**src/rtl/rcc_pkg.sv**
```systemverilog
package rcc_pkg;
  typedef enum logic [1:0] {
    MODE_NORMAL   = 2'd0,
    MODE_FAST_L2  = 2'd1,
    MODE_NO_RETRY = 2'd2
  } bus_mode_e;

  typedef enum logic [2:0] {
    SEQ_HOLD, SEQ_WAIT1, SEQ_WAIT2, SEQ_RUN, SEQ_BAD
  } seq_state_e;

  localparam int unsigned SYS_RESET_OFS = 32'h0000_0100;

  // (sample at last reset clock, sample two clocks after release)
  function automatic bus_mode_e decode_mode(logic s_in, logic s_out);
    unique case ({s_in, s_out})
      2'b10:   return MODE_FAST_L2;
      2'b11:   return MODE_NO_RETRY;
      default: return MODE_NORMAL;
    endcase
  endfunction
endpackage

```
**src/rtl/rcc_sync_edge.sv**
```systemverilog
module rcc_sync_edge #(
  parameter int unsigned STAGES = 2
) (
  input  logic clk_i,
  input  logic rst_ni,
  input  logic async_i,
  output logic rise_o
);
  logic [STAGES-1:0] sync_q;
  logic              prev_q;

  always_ff @(posedge clk_i or negedge rst_ni) begin
    if (!rst_ni) begin
      sync_q <= '0;
      prev_q <= 1'b0;
    end else begin
      sync_q <= {sync_q[STAGES-2:0], async_i};
      prev_q <= sync_q[STAGES-1];
    end
  end

  assign rise_o = sync_q[STAGES-1] & ~prev_q;
endmodule

```
**src/rtl/rcc_rst_seq.sv**
```systemverilog
module rcc_rst_seq
  import rcc_pkg::*;
#(
  parameter int unsigned MIN_RST_CYC = 4
) (
  input  logic      clk_i,
  input  logic      rst_ni,
  input  logic      hreset_i,
  input  logic      retry_i,
  output logic      run_o,
  output logic      enter_run_o,
  output logic      bad_o,
  output bus_mode_e mode_o
);
  localparam int unsigned CNT_W = $clog2(MIN_RST_CYC + 1);
  localparam logic [CNT_W-1:0] CNT_MAX = CNT_W'(MIN_RST_CYC);

  seq_state_e       state_q;
  logic [CNT_W-1:0] cnt_q;
  logic             smp_in_q;
  logic             bad_q;
  bus_mode_e        mode_q;

  always_ff @(posedge clk_i or negedge rst_ni) begin
    if (!rst_ni) begin
      state_q  <= SEQ_HOLD;
      cnt_q    <= '0;
      smp_in_q <= 1'b0;
      bad_q    <= 1'b0;
      mode_q   <= MODE_NORMAL;
    end else if (hreset_i) begin
      // any hard reset discards mode and restarts length count
      state_q  <= SEQ_HOLD;
      smp_in_q <= retry_i;
      bad_q    <= 1'b0;
      mode_q   <= MODE_NORMAL;
      if (state_q != SEQ_HOLD)   cnt_q <= CNT_W'(1);
      else if (cnt_q != CNT_MAX) cnt_q <= cnt_q + CNT_W'(1);
    end else begin
      unique case (state_q)
        SEQ_HOLD: begin
          if (cnt_q >= CNT_MAX) state_q <= SEQ_WAIT1;
          else begin
            state_q <= SEQ_BAD;
            bad_q   <= 1'b1;
          end
        end
        SEQ_WAIT1: state_q <= SEQ_WAIT2;
        SEQ_WAIT2: begin
          mode_q  <= decode_mode(smp_in_q, retry_i);
          state_q <= SEQ_RUN;
        end
        default: state_q <= state_q;
      endcase
    end
  end

  assign run_o       = (state_q == SEQ_RUN);
  assign enter_run_o = (state_q == SEQ_WAIT2) && !hreset_i;
  assign bad_o       = bad_q;
  assign mode_o      = mode_q;
endmodule

```
**src/rtl/rcc_req_hold.sv**
```systemverilog
module rcc_req_hold (
  input  logic clk_i,
  input  logic rst_ni,
  input  logic kill_i,
  input  logic set_i,
  input  logic ack_i,
  output logic req_o
);
  always_ff @(posedge clk_i or negedge rst_ni) begin
    if (!rst_ni)     req_o <= 1'b0;
    else if (kill_i) req_o <= 1'b0;
    else if (set_i)  req_o <= 1'b1;
    else if (ack_i)  req_o <= 1'b0;
  end
endmodule

```
**src/rtl/rst_cfg_ctrl.sv**
```systemverilog
module rst_cfg_ctrl
  import rcc_pkg::*;
#(
  parameter int unsigned MIN_RST_CYC = 4,
  parameter int unsigned STAT_W      = 8,
  parameter int unsigned VEC_W       = 20,
  parameter int unsigned BEATS_W     = 2,
  parameter int unsigned SYNC_STAGES = 2
) (
  input  logic               clk_i,
  input  logic               rst_ni,
  input  logic               hreset_i,
  input  logic               retry_i,
  input  logic               sreset_i,
  input  logic [STAT_W-1:0]  stat_i,
  input  logic               fetch_ack_i,
  input  logic               exc_ack_i,
  output logic               bus_oe_o,
  output logic [STAT_W-1:0]  stat_o,
  output logic [1:0]         mode_o,
  output logic               mode_valid_o,
  output logic               rst_bad_o,
  output logic               fetch_req_o,
  output logic [BEATS_W-1:0] fetch_beats_o,
  output logic               fetch_ci_o,
  output logic               exc_req_o,
  output logic [VEC_W-1:0]   exc_vec_o
);
  logic      run, enter_run, bad, sr_rise;
  bus_mode_e mode;

  rcc_rst_seq #(.MIN_RST_CYC(MIN_RST_CYC)) i_seq (
    .clk_i, .rst_ni, .hreset_i, .retry_i,
    .run_o(run), .enter_run_o(enter_run), .bad_o(bad), .mode_o(mode)
  );

  rcc_sync_edge #(.STAGES(SYNC_STAGES)) i_sr_sync (
    .clk_i, .rst_ni, .async_i(sreset_i), .rise_o(sr_rise)
  );

  rcc_req_hold i_fetch_hold (
    .clk_i, .rst_ni, .kill_i(hreset_i), .set_i(enter_run),
    .ack_i(fetch_ack_i), .req_o(fetch_req_o)
  );

  // soft-reset edges count only in normal operation
  rcc_req_hold i_exc_hold (
    .clk_i, .rst_ni, .kill_i(hreset_i), .set_i(sr_rise & run),
    .ack_i(exc_ack_i), .req_o(exc_req_o)
  );

  for (genvar g = 0; g < STAT_W; g++) begin : g_stat_gate
    assign stat_o[g] = stat_i[g] & run;
  end

  assign bus_oe_o      = run;
  assign mode_valid_o  = run;
  assign mode_o        = run ? mode : 2'd0;
  assign rst_bad_o     = bad;
  assign fetch_beats_o = fetch_req_o ? BEATS_W'(1) : '0;
  assign fetch_ci_o    = fetch_req_o;
  assign exc_vec_o     = exc_req_o ? VEC_W'(SYS_RESET_OFS) : '0;
endmodule

```
**config.mk**
```make
export PLATFORM = sky130hd
export DESIGN_NAME = rst_cfg_ctrl
export DESIGN_NICKNAME = d
export VERILOG_FILES = /design/src/rtl/rcc_pkg.sv /design/src/rtl/rcc_sync_edge.sv /design/src/rtl/rcc_rst_seq.sv /design/src/rtl/rcc_req_hold.sv /design/src/rtl/rst_cfg_ctrl.sv
export SDC_FILE = /design/constraint.sdc
export NUM_CORES = 1
export LEC_CHECK = 0
export ABC_AREA = 1
export BUFFER_PORTS_ARGS = -buffer_cell sky130_fd_sc_hd__buf_2
export CAP_MARGIN = 20
export CORE_MARGIN = 10
export CORE_UTILIZATION = 43
export DETAILED_ROUTE_END_ITERATION = 8
export GPL_TIMING_DRIVEN = 0
export PLACE_DENSITY = 0.76
export REMOVE_ABC_BUFFERS = 1
export SLEW_MARGIN = 10
export SYNTH_ARGS = -nofsm -noshare
export SYNTH_HDL_FRONTEND = slang
export SYNTH_SLANG_ARGS = --single-unit
export TNS_END_PERCENT = 30
```
**constraint.sdc**
```tcl
create_clock -name clk_i -period 1.3 [get_ports clk_i]
set_input_delay 0.26 -clock clk_i [delete_from_list [all_inputs] [get_ports clk_i]]
set_output_delay 0.26 -clock clk_i [all_outputs]
set_load 0.005 [all_outputs]
```
==> results.py <==
metrics = {
    "floorplan": {
        "die_w_um": 66.6,
        "start_util": 0.466,
        "ios": 53,
        "die_y_um": 66.6,
        "core_um2": 2000,
        "die_area_um2": 4430,
        "row_count": 16,
    },
    "global_route": {
        "antenna_found_initial": 0,
        "grt.overflow.total": 0,
        "grt_max_degree": 16,
        "first_global_vias": 782,
        "track_usage": 0.0930,
        "grt_pass1_wl_um": 3330,
    },
    "pwr": {
        "p_switching_uw": 549,
        "pwr-share-comb": 0.368,
        "p_int_uw": 895,
        "peakVddDrop_mv": 1.03,
        "p_leak_uw": 0.000700,
        "p_clk_frac": 0.179,
        "switching_share": 0.380,
        "power_frac_seq": 0.453,
        "p_total_uw": 1440,
        "power-per-cell-area_nw_per_um2": 1330,
    },
    "worst_setup_path": {
        "ff2ff_path_depth": 8,
        "arrival_ns": 1.14,
        "required_ns": 1.04,
        "cp_slowest_stage_delay_ns": 0.42,
        "slowest_stage": "dfrtp_1",
        "critPathCaptureType": "output pin",
        "cp-startpoint": "i_seq.state_q[2]$_DFFE_PN0P_",
        "cp_max_fo": 10,
        "timing.rr.start": "i_seq.cnt_q[0]$_DFFE_PN0P_",
        "critPathKind": "reg2out",
        "crit_path_start_kind": "flop",
        "path_cells": "nor2_4 > inv_4 > nor2_1 > buf_2",
    },
    "drt": {
        "final_antenna_net_count": 0,
        "dr.pass1.iters": 4,
        "wirelength_um": 2150,
        "vias": 802,
        "via_per_inst": 4.34,
        "post_drt_wl_per_cell_um": 11.6,
        "drc": 0,
        "drt_iter0_drc": 16,
    },
    "placement": {
        "hpwlAfterDp_um": 1820,
        "place_congestion": 0.814,
        "dpl-instance-area_um2": 1010,
        "place_ws_ns": 0.0484,
        "place.port_buffers": 32,
    },
    "synthesis": {
        "synth_area_leader_cell": "dfrtp_1",
        "ys_seq_elements": 15,
        "synth_area_um2": 932,
        "synth_edf_count": 0,
        "synth.avg_cell_area_um2": 7.52,
        "ys_top_cells_by_area": "dfrtp_1, buf_4, inv_1",
        "synth_top_flop_cell": "dfrtp_1",
        "synth_top_cells_by_count": "inv_1, buf_4, nand2_1, dfrtp_1, nor2_1",
        "yosysWarningCount": 0,
        "yosysSeqAreaShare": 0.403,
        "synth_cell_types": 16,
        "synth_cells": 124,
        "synth_top_cell_area_share": 0.403,
        "synthArstFlopShare": 1.00,
        "yosysMostFrequentCell": "inv_1",
    },
    "final_layout": {
        "fillers": 193,
        "drive_above_1_share": 0.285,
        "nets": 176,
        "layout-area-overhead-vs-synth_pct": 16.2,
        "post-route-cell-area_um2": 1080,
        "num_antenna_cells": 0,
    },
    "clock_network": {
        "clock_sinks": 15,
        "clock-root-buffer": "clkbuf_4",
        "clk_latency_ns": 0.28,
        "clk_path_buf_depth": 2,
        "cts_tree": "done",
        "htreeDepth": 1,
        "path_clk_slew_ns": 0.09,
        "cts_made_buffers": 3,
    },
    "worst_hold_path": {
        "hold-path-cell-count": 1,
        "worstHoldPathType": "in2reg",
        "hold_start": "sreset_i",
    },
    "timing": {
        "fin_crit_ns": 1.40,
        "setup_viol": 12,
        "fin_skew_ns": 0.00426,
        "fin_crit_sh": 1.07,
        "rsz0062_at_grt": "yes",
        "hold_violations": 0,
        "setup_slack_ns": -0.0960,
        "slew_viol_final": 0,
        "fmax_mhz": 716,
    },
    "outcome": {
        "status": "complete, but fails checks",
        "failed_checks": "negative setup slack",
    },
    "flow_run": {
        "maxCapViolCount": 0,
    },
}
[repair_timing]
item	4_1_cts	5_1_grt
pin swaps	1	1
gates cloned	0	0
setup endpoints to repair	12	12
buffers inserted	3	0
endpoints found under the hold margin	15	0
hold buffers	1	0
gates resized for setup	3	3
[through the flow]
| step | hold WS, ns | setup TNS [ns] | util | std cells |
|---|---|---|---|---|
| floorplan | -0.0356 | 0 | - | 118 |
| global placement | 0.178 | 0 | 0.503 | 177 |
| detailed placement | 0.181 | 0 | 0.503 | 177 |
| CTS | 0.0672 | -1.47 | 0.538 | 185 |
| global route | 0.0529 | -2.07 | 0.541 | 185 |
| finish | 0.0822 | -0.882 | 0.541 | 185 |
[sequential cells by signal, summed over array words and instances, names as in the netlist]
name / flops
i_seq.bad_o: 1
i_seq.mode_o: 2
i_sr_sync.prev_q: 1
i_seq.cnt_q: 3
i_exc_hold.req_o: 1
i_fetch_hold.req_o: 1
i_seq.state_q: 3
i_seq.smp_in_q: 1
i_sr_sync.sync_q: 2
[cells in the final DEF, fill, tap and decap left out, types with 2 or more instances in the layout]
| master | instances |
|---|---|
| nor2_1 | 11 |
| nor2_2 | 3 |
| conb_1 | 20 |
| ha_1 | 2 |
| clkbuf_4 | 3 |
| inv_1 | 27 |
| dfrtp_1 | 15 |
| a21oi_1 | 6 |
| buf_4 | 3 |
| nand3_1 | 9 |
| nand2_1 | 18 |
| buf_2 | 32 |
[critical path: cells and delay by family, from the launching register on]
kind | cells | cell delay, ns
buf+inv | 2 | 0.19
flops | 1 | 0.42
simple gates | 2 | 0.24
[power groups by stage]
stage | Combinational (uW) | Sequential [uW] | Clock (uW)
6_report | 531 | 654 | 259
4_1_cts | 528 | 655 | 274
2_1_floorplan | 319 | 654 | 0
3_5_place_dp | 471 | 666 | 0
5_1_grt | 620 | 668 | 297
3_3_place_gp | 440 | 659 | 0
[cells by family after synthesis]
logic type                 synth area share
buffers and inverters                 0.318
and+or+nand+nor                       0.195
DFF                                   0.403
AOI/OAI and AO/OA                    0.0537
adders and majority gates            0.0268
other                               0.00402
[area by class of cell]
| type | instances | area [um2] | share of cell area |
|---|---|---|---|
| flip-flops and latches | 15 | 375 | 0.346 |
| multi-input cells | 75 | 347 | 0.320 |
| repair buffers | 36 | 193 | 0.178 |
| inverters | 28 | 108 | 0.0993 |
| well taps | 27 | 33.8 | 0.0312 |
| clock buffers | 3 | 22.5 | 0.0208 |
| clock inverters | 1 | 5.00 | 0.00462 |
[worst paths after layout]
check,endpoint,slack [ns]
setup / recovery,stat_o[1],-0.1
hold / removal,i_sr_sync.sync_q[0]$_DFF_PN0_,0.08
setup reg to reg,i_seq.cnt_q[0]$_DFFE_PN0P_,0.10
hold reg to reg,i_sr_sync.sync_q[1]$_DFF_PN0_,0.36
max in group asynchronous,i_seq.mode_o[1]$_DFFE_PN0P_,0.64
min in group asynchronous,i_seq.bad_o$_DFFE_PN0P_,0.40
[layer usage]
metal	global-route usage	share of wire	vias to the layer above
li1	-	-	391
met4	0.0471	0.0042	0
met5	0	0	-
met1	0.0884	0.38	363
met2	0.160	0.45	46
met3	0.0485	0.17	2
No activity file was read; power rests on OpenSTA's default activity.
